`config.mk`:
```
export PLATFORM = sky130hd
export DESIGN_NAME = bmp_fetch_gen
export DESIGN_NICKNAME = d
export VERILOG_FILES = /design/src/rtl/bmp_pkg.sv /design/src/rtl/bmp_wrap.sv /design/src/rtl/bmp_addr_map.sv /design/src/rtl/bmp_pix_unpack.sv /design/src/rtl/bmp_fetch_gen.sv
export SDC_FILE = /design/constraint.sdc
export NUM_CORES = 1
export LEC_CHECK = 0
export ABC_AREA = 1
export BUFFER_PORTS_ARGS = -buffer_cell sky130_fd_sc_hd__buf_2
export CAP_MARGIN = 30
export CORE_MARGIN = 2
export CORE_UTILIZATION = 40
export CTS_BUF_LIST = sky130_fd_sc_hd__clkbuf_2
export DETAILED_ROUTE_END_ITERATION = 16
export PLACE_DENSITY_LB_ADDON = 0.3
export SYNTH_ARGS = -nofsm -noshare
export SYNTH_HDL_FRONTEND = slang
export SYNTH_SLANG_ARGS = --single-unit
```
`constraint.sdc`:
```
create_clock -name clk -period 7.95 [get_ports clk]
set_input_delay 0.795 -clock clk [delete_from_list [all_inputs] [get_ports clk]]
set_output_delay 0.795 -clock clk [all_outputs]
set_load 0.01 [all_outputs]
```
`src/rtl/bmp_pkg.sv`:
```
`timescale 1ns/1ps
package bmp_pkg;
  typedef enum logic [1:0] {
    BM_ROW8 = 2'd0,
    BM_COL8 = 2'd1,
    BM_COL4 = 2'd2,
    BM_RSVD = 2'd3
  } bmp_mode_e;

  localparam int XW   = 10;
  localparam int YW   = 8;
  localparam int LINW = 17;
  localparam int BANK_SHIFT = 14;

  function automatic logic [XW:0] span_x(bmp_mode_e m);
    case (m)
      BM_COL8: span_x = (XW+1)'(320);
      BM_COL4: span_x = (XW+1)'(640);
      default: span_x = (XW+1)'(256);
    endcase
  endfunction

  function automatic logic [YW:0] span_y(bmp_mode_e m);
    case (m)
      BM_COL8, BM_COL4: span_y = (YW+1)'(256);
      default:          span_y = (YW+1)'(192);
    endcase
  endfunction
endpackage

```
`src/rtl/bmp_wrap.sv`:
```
`timescale 1ns/1ps
module bmp_wrap #(
  parameter int W = 10
) (
  input  logic [W-1:0] pos,
  input  logic [W-1:0] shift,
  input  logic [W:0]   span,
  output logic [W-1:0] wrapped
);
  logic [W:0] sum;
  logic [W:0] diff;

  always_comb begin
    sum  = {1'b0, pos} + {1'b0, shift};
    diff = sum - span;
    wrapped = (sum >= span) ? diff[W-1:0] : sum[W-1:0];
  end
endmodule

```
`src/rtl/bmp_addr_map.sv`:
```
`timescale 1ns/1ps
module bmp_addr_map
  import bmp_pkg::*;
#(
  parameter int BANK_W = 8
) (
  input  logic              clk,
  input  logic              rst,
  input  logic              req_valid,
  input  bmp_mode_e         mode,
  input  logic [XW-1:0]     xs,
  input  logic [YW-1:0]     ys,
  input  logic [BANK_W-1:0] base,
  output logic              addr_valid,
  output logic [BANK_W-1:0] bank,
  output logic [BANK_SHIFT-1:0] ofs,
  output logic              sel4,
  output logic              nib_lo
);
  localparam int HI_W = LINW - BANK_SHIFT;

  logic [LINW-1:0]   lin;
  logic [BANK_W-1:0] bank_n;

  always_comb begin
    case (mode)
      BM_COL8: lin = {xs[8:0], ys};
      BM_COL4: lin = {xs[9:1], ys};
      default: lin = {1'b0, ys, xs[7:0]};
    endcase
    bank_n = base + {{(BANK_W-HI_W){1'b0}}, lin[LINW-1:BANK_SHIFT]};
  end

  always_ff @(posedge clk) begin
    if (rst) begin
      addr_valid <= 1'b0;
      bank       <= '0;
      ofs        <= '0;
      sel4       <= 1'b0;
      nib_lo     <= 1'b0;
    end else begin
      addr_valid <= req_valid;
      if (req_valid) begin
        bank   <= bank_n;
        ofs    <= lin[BANK_SHIFT-1:0];
        sel4   <= (mode == BM_COL4);
        nib_lo <= xs[0];
      end
    end
  end

  AST_ADDR_FOLLOWS_REQ: assert property (@(posedge clk) disable iff (rst)
    req_valid |=> addr_valid);
  AST_ROW_BANK_SPAN: assert property (@(posedge clk) disable iff (rst)
    (req_valid && (mode == BM_ROW8)) |=> (BANK_W'(bank - $past(base)) < BANK_W'(3)));
  AST_COL_BANK_SPAN: assert property (@(posedge clk) disable iff (rst)
    (req_valid && (mode == BM_COL8)) |=> (BANK_W'(bank - $past(base)) < BANK_W'(5)));
endmodule

```
`src/rtl/bmp_pix_unpack.sv`:
```
`timescale 1ns/1ps
module bmp_pix_unpack #(
  parameter int PW = 8,
  parameter int OW = 4
) (
  input  logic          clk,
  input  logic          rst,
  input  logic          rd_valid,
  input  logic [PW-1:0] rd_data,
  input  logic          sel4,
  input  logic          nib_lo,
  input  logic [OW-1:0] pal_ofs,
  output logic          pix_valid,
  output logic [PW-1:0] pix_index
);
  localparam int NW = PW / 2;

  logic [NW-1:0] nib;
  logic [PW-1:0] raw;
  logic [PW-1:0] idx_n;

  always_comb begin
    nib   = nib_lo ? rd_data[NW-1:0] : rd_data[PW-1:NW];
    raw   = sel4 ? {{NW{1'b0}}, nib} : rd_data;
    idx_n = {raw[PW-1:NW] + pal_ofs, raw[NW-1:0]};
  end

  always_ff @(posedge clk) begin
    if (rst) begin
      pix_valid <= 1'b0;
      pix_index <= '0;
    end else begin
      pix_valid <= rd_valid;
      if (rd_valid) pix_index <= idx_n;
    end
  end

  AST_PIX_AFTER_READ: assert property (@(posedge clk) disable iff (rst)
    rd_valid |=> pix_valid);
  AST_PIX_NEEDS_READ: assert property (@(posedge clk) disable iff (rst)
    pix_valid |-> $past(rd_valid));
  AST_PACKED_UPPER: assert property (@(posedge clk) disable iff (rst)
    (rd_valid && sel4) |=> (pix_index[PW-1:NW] == $past(pal_ofs)));
  AST_BYTE_LOW_KEPT: assert property (@(posedge clk) disable iff (rst)
    (rd_valid && !sel4) |=> (pix_index[NW-1:0] == $past(rd_data[NW-1:0])));
endmodule

```
`src/rtl/bmp_fetch_gen.sv`:
```
`timescale 1ns/1ps
module bmp_fetch_gen
  import bmp_pkg::*;
#(
  parameter int BANK_W = 8,
  parameter int RD_LAT = 2
) (
  input  logic              clk,
  input  logic              rst,
  input  logic              req_valid,
  input  logic [9:0]        beam_x,
  input  logic [8:0]        beam_y,
  input  logic [1:0]        mode,
  input  logic [BANK_W-1:0] base_bank,
  input  logic [9:0]        scroll_x,
  input  logic [8:0]        scroll_y,
  input  logic [3:0]        pal_ofs,
  input  logic              rd_valid,
  input  logic [7:0]        rd_data,
  output logic              addr_valid,
  output logic [BANK_W-1:0] addr_bank,
  output logic [13:0]       addr_ofs,
  output logic              pix_valid,
  output logic [7:0]        pix_index
);
  bmp_mode_e     mode_e;
  logic [XW-1:0] xs;
  logic [YW-1:0] ys;
  logic [YW:0]   y_pos;
  logic [YW:0]   y_shift;
  logic [YW:0]   ys_full;
  logic          sel4_a, nib_a;
  logic [1:0]    tag_tail;

  assign mode_e  = bmp_mode_e'(mode);
  assign y_pos   = beam_y;
  assign y_shift = scroll_y;

  bmp_wrap #(.W(XW)) u_wrap_x (
    .pos(beam_x), .shift(scroll_x), .span(span_x(mode_e)), .wrapped(xs)
  );

  bmp_wrap #(.W(YW+1)) u_wrap_y (
    .pos(y_pos), .shift(y_shift), .span({1'b0, span_y(mode_e)}), .wrapped(ys_full)
  );

  assign ys = ys_full[YW-1:0];

  bmp_addr_map #(.BANK_W(BANK_W)) u_map (
    .clk(clk), .rst(rst), .req_valid(req_valid), .mode(mode_e),
    .xs(xs), .ys(ys), .base(base_bank),
    .addr_valid(addr_valid), .bank(addr_bank), .ofs(addr_ofs),
    .sel4(sel4_a), .nib_lo(nib_a)
  );

  generate
    if (RD_LAT > 1) begin : g_dly
      logic [1:0] dly [RD_LAT-1];
      always_ff @(posedge clk) begin
        if (rst) begin
          for (int i = 0; i < RD_LAT-1; i++) dly[i] <= 2'b00;
        end else begin
          dly[0] <= {sel4_a, nib_a};
          for (int i = 1; i < RD_LAT-1; i++) dly[i] <= dly[i-1];
        end
      end
      assign tag_tail = dly[RD_LAT-2];
    end else begin : g_nodly
      assign tag_tail = {sel4_a, nib_a};
    end
  endgenerate

  bmp_pix_unpack #(.PW(8), .OW(4)) u_pix (
    .clk(clk), .rst(rst), .rd_valid(rd_valid), .rd_data(rd_data),
    .sel4(tag_tail[1]), .nib_lo(tag_tail[0]), .pal_ofs(pal_ofs),
    .pix_valid(pix_valid), .pix_index(pix_index)
  );

  AST_Y_WRAPPED: assert property (@(posedge clk) disable iff (rst)
    req_valid |-> (ys_full[YW] == 1'b0));
endmodule

```
==> flow_metrics.tcl <==
set metrics [dict create \
    slew_violations 0 \
    rr_endpoint "u_pix.pix_index[7]$_SDFFE_PP0P_" \
    postSynth.topFlopCell "sky130_fd_sc_hd__dfxtp_1" \
    routed_wire_length_per_instance_um 11.9 \
    r2r_setup_slack_ps 6360 \
    timing.hold.worst.class "register to register" \
    drive_above_1_share 0.214 \
    power.share.clock 0.155 \
    achievable-frequency_ghz 0.224 \
    smallest_setup_slack_after_layout_ps 3490 \
    worst_slew_pin_slew_ps 583 \
    synth.top_cells.by_area "sky130_fd_sc_hd__dfxtp_1 (23%), sky130_fd_sc_hd__ha_1 (13%), sky130_fd_sc_hd__nand2_1 (12%), sky130_fd_sc_hd__inv_1 (8.8%), sky130_fd_sc_hd__nor2_1 (6.8%)" \
    critical_path_cell_count 30 \
    cts.repair_timing.setup_buffer_count 0 \
    detail_route.iter0.violations 189 \
    fin_crit_sh 0.561 \
    clk-insertion-delay-late_ps 380 \
    fin_skew_ps 0.863 \
    grt.overflow.total 0 \
    synth_area_leader_cell "sky130_fd_sc_hd__dfxtp_1" \
    die_height_um 92.9 \
    drc 0 \
    critical_path.max_fanout 6 \
    power_density_nw_per_um2 148 \
    syn-num-nets 582 \
    synth.most_common_cell "sky130_fd_sc_hd__nand2_1" \
    layout_min_cycle_time_ps 4460 \
    worst_path_buffer_plus_inverter_count 4 \
    vias 3346 \
    antenna_found_initial 0 \
    mean_cell_area_of_the_mapped_netlist_um2 6.62 \
    worst_setup_path_end_kind "register" \
    ir_worst_vdd_mv 0.0601 \
    finalSetupViolCount 0 \
    post-synth-top-area-fraction 0.228 \
    design_internal_power_uw 322 \
    tns_ps 0 \
    first_pass_iters 4 \
    cts_tree "yes" \
    clockRootBuffer "sky130_fd_sc_hd__clkbuf_2" \
    relSlewSlack 0.611 \
    clkSlewWorstSetupHoldPaths_ps 200 \
    worst_path_max_delay_cell "sky130_fd_sc_hd__fa_1" \
    yosys.cell_types.count 36 \
    grt_max_degree 33 \
    critPathArrivalTime_ps 4770 \
    synth-warning-count 0 \
    status "finished clean" \
    place.detailed.hpwl_um 6570 \
    num_rows 32 \
    gp_routability_congestion 0.886 \
    setup.worst_path.end "u_map.bank[7]$_SDFFE_PP0P_" \
    initial_core_utilization 0.412 \
    fin_total_pwr_uw 556 \
    synth-edff-count 0 \
    critPathLaunchType "input port" \
    total_count_of_hold_check_failures_in_the_final_report 0 \
    grt_setup_unrepaired "false" \
    post_cts.resized_instances 0 \
    required_time_reported_for_the_critical_path_endpoint_ps 8260 \
    die_width_um 92.9 \
    detail_route.wirelength_um 8010 \
    holdWs_ps 456 \
    ctsHtreeMaxLevel 2 \
    final_net_count 673 \
    final_antenna_net_count 0 \
    track_usage 0.189 \
    avgViaCountPerCell 4.98 \
    numCtsBuffers 5 \
    wire_length_of_the_first_global_routing_pass_um 13600 \
    synth_cells 478 \
    power_frac_seq 0.369 \
    total_leakage_power_uw 0.00212 \
    yosys_register_bits 36 \
    synth_commonest_cells "sky130_fd_sc_hd__nand2_1 (98), sky130_fd_sc_hd__inv_1 (74), sky130_fd_sc_hd__nor2_1 (57)" \
    fp.dieArea_um2 8640 \
    combinationalPowerShare 0.476 \
    area_growth_pct 18.9 \
    cap_viol_max_count 0 \
    synth.cell_area_um2 3160 \
    worst_path_largest_cell_delay_ps 450 \
    preCtsSetupSlack_ps 3090 \
    port-buffer-count 95 \
    num_antenna_cells 0 \
    via_count_of_the_first_global_routing_pass 3251 \
    floorplan.core_area_um2 7690 \
    critical_path_type "input port to register" \
    ys_async_sr_fraction 0 \
    cts.sinks 36 \
    yosysSeqAreaShare 0.228 \
    post_cts_hold_buffer_count 0 \
    num_io_pins 96 \
    worstSetupStartpoint "beam_x[0]" \
    netSwitchingPower_uw 233 \
    clock_tree.buffer_depth 2 \
    crit-reg2reg-launch "g_dly.dly[0][1]$_SDFF_PP0_" \
    timing.reg2reg.worst_path_depth 8 \
    proportion_of_total_power_due_to_net_switching 0.420 \
    crit_family "simple AND/OR/NAND/NOR gates" \
    critPathMostFrequentCell "sky130_fd_sc_hd__nand2_1" \
]
-- power groups by stage --
stage / clock, µW / combinational [µW] / sequential [µW]
6_report: 86.0 / 265 / 205
5_1_grt: 95.2 / 301 / 207
4_1_cts: 88.6 / 265 / 205
3_5_place_dp: 0 / 264 / 209
3_3_place_gp: 0 / 259 / 209
2_1_floorplan: 0 / 181 / 216
-- worst min-delay path by stage --
stage,cells after the start,start,endpoint
2_1_floorplan,2,u_map.nib_lo$_SDFFE_PP0P_,g_dly.dly[0][0]$_SDFF_PP0_
3_3_place_gp,2,u_map.nib_lo$_SDFFE_PP0P_,g_dly.dly[0][0]$_SDFF_PP0_
3_5_place_dp,2,u_map.nib_lo$_SDFFE_PP0P_,g_dly.dly[0][0]$_SDFF_PP0_
4_1_cts,2,u_map.nib_lo$_SDFFE_PP0P_,g_dly.dly[0][0]$_SDFF_PP0_
5_1_grt,2,u_map.nib_lo$_SDFFE_PP0P_,g_dly.dly[0][0]$_SDFF_PP0_
6_report,2,u_map.sel4$_SDFFE_PP0P_,g_dly.dly[0][1]$_SDFF_PP0_
-- stage by stage --
stage / util / cell area, µm² / instances
final: 0.489 / 3760 / 672
after floorplan: - / 3160 / 478
after CTS: 0.489 / 3760 / 672
after global placement: 0.484 / 3720 / 664
after detailed placement: 0.484 / 3720 / 664
after global routing: 0.489 / 3760 / 672
-- flip-flops by register name, summed over array words and instances (netlist names) --
register          count
u_pix.pix_valid       1
g_dly.dly             2
u_map.bank            8
u_map.nib_lo          1
u_map.sel4            1
u_map.ofs            14
u_map.addr_valid      1
u_pix.pix_index       8
-- placed cells by master (no fill, tap or decap), types with 11 or more instances in the layout --
cell                      netlist  routed
sky130_fd_sc_hd__nand2_1       98      98
sky130_fd_sc_hd__buf_2          1      95
sky130_fd_sc_hd__inv_1         74      74
sky130_fd_sc_hd__nor2_1        57      57
sky130_fd_sc_hd__dfxtp_1       36      36
sky130_fd_sc_hd__a21oi_1       34      34
sky130_fd_sc_hd__ha_1          34      34
sky130_fd_sc_hd__o21ai_0       31      31
sky130_fd_sc_hd__nand3_1       27      27
sky130_fd_sc_hd__nand4_1       11      11
-- layer usage --
layer | up-vias | track usage | part of all wire
met5 | - | 0 | 0
met4 | 0 | 0.0417 | 0.0095
met3 | 8 | 0.0317 | 0.045
met2 | 88 | 0.354 | 0.49
met1 | 1513 | 0.224 | 0.45
li1 | 1737 | - | -
-- kinds of logic (layout without fill, tap and decap cells) --
kind of cell | count (synthesis) | in the layout | share of synthesized area
simple gates | 217 | 217 | 0.304
buf+inv | 87 | 179 | 0.106
compound gates | 85 | 85 | 0.153
fa+ha+maj | 40 | 40 | 0.172
flops | 36 | 36 | 0.228
xor+xnor | 13 | 13 | 0.0360
-- tightest hold or removal path, stage by stage, from the launching register on --
cell                      delay (ps)
sky130_fd_sc_hd__dfxtp_1         340
sky130_fd_sc_hd__inv_1            50
sky130_fd_sc_hd__nor2_1           50
-- layout make-up --
type	instances	area, µm²
tap	102	128
sequential	36	721
clock inverter	3	18.8
multi-input combinational	355	2110
clock buffer	5	25.0
inverter	76	285
fill	822	3930
timing repair buffer	95	475
Note: power is estimated with default switching activity, not from simulation.
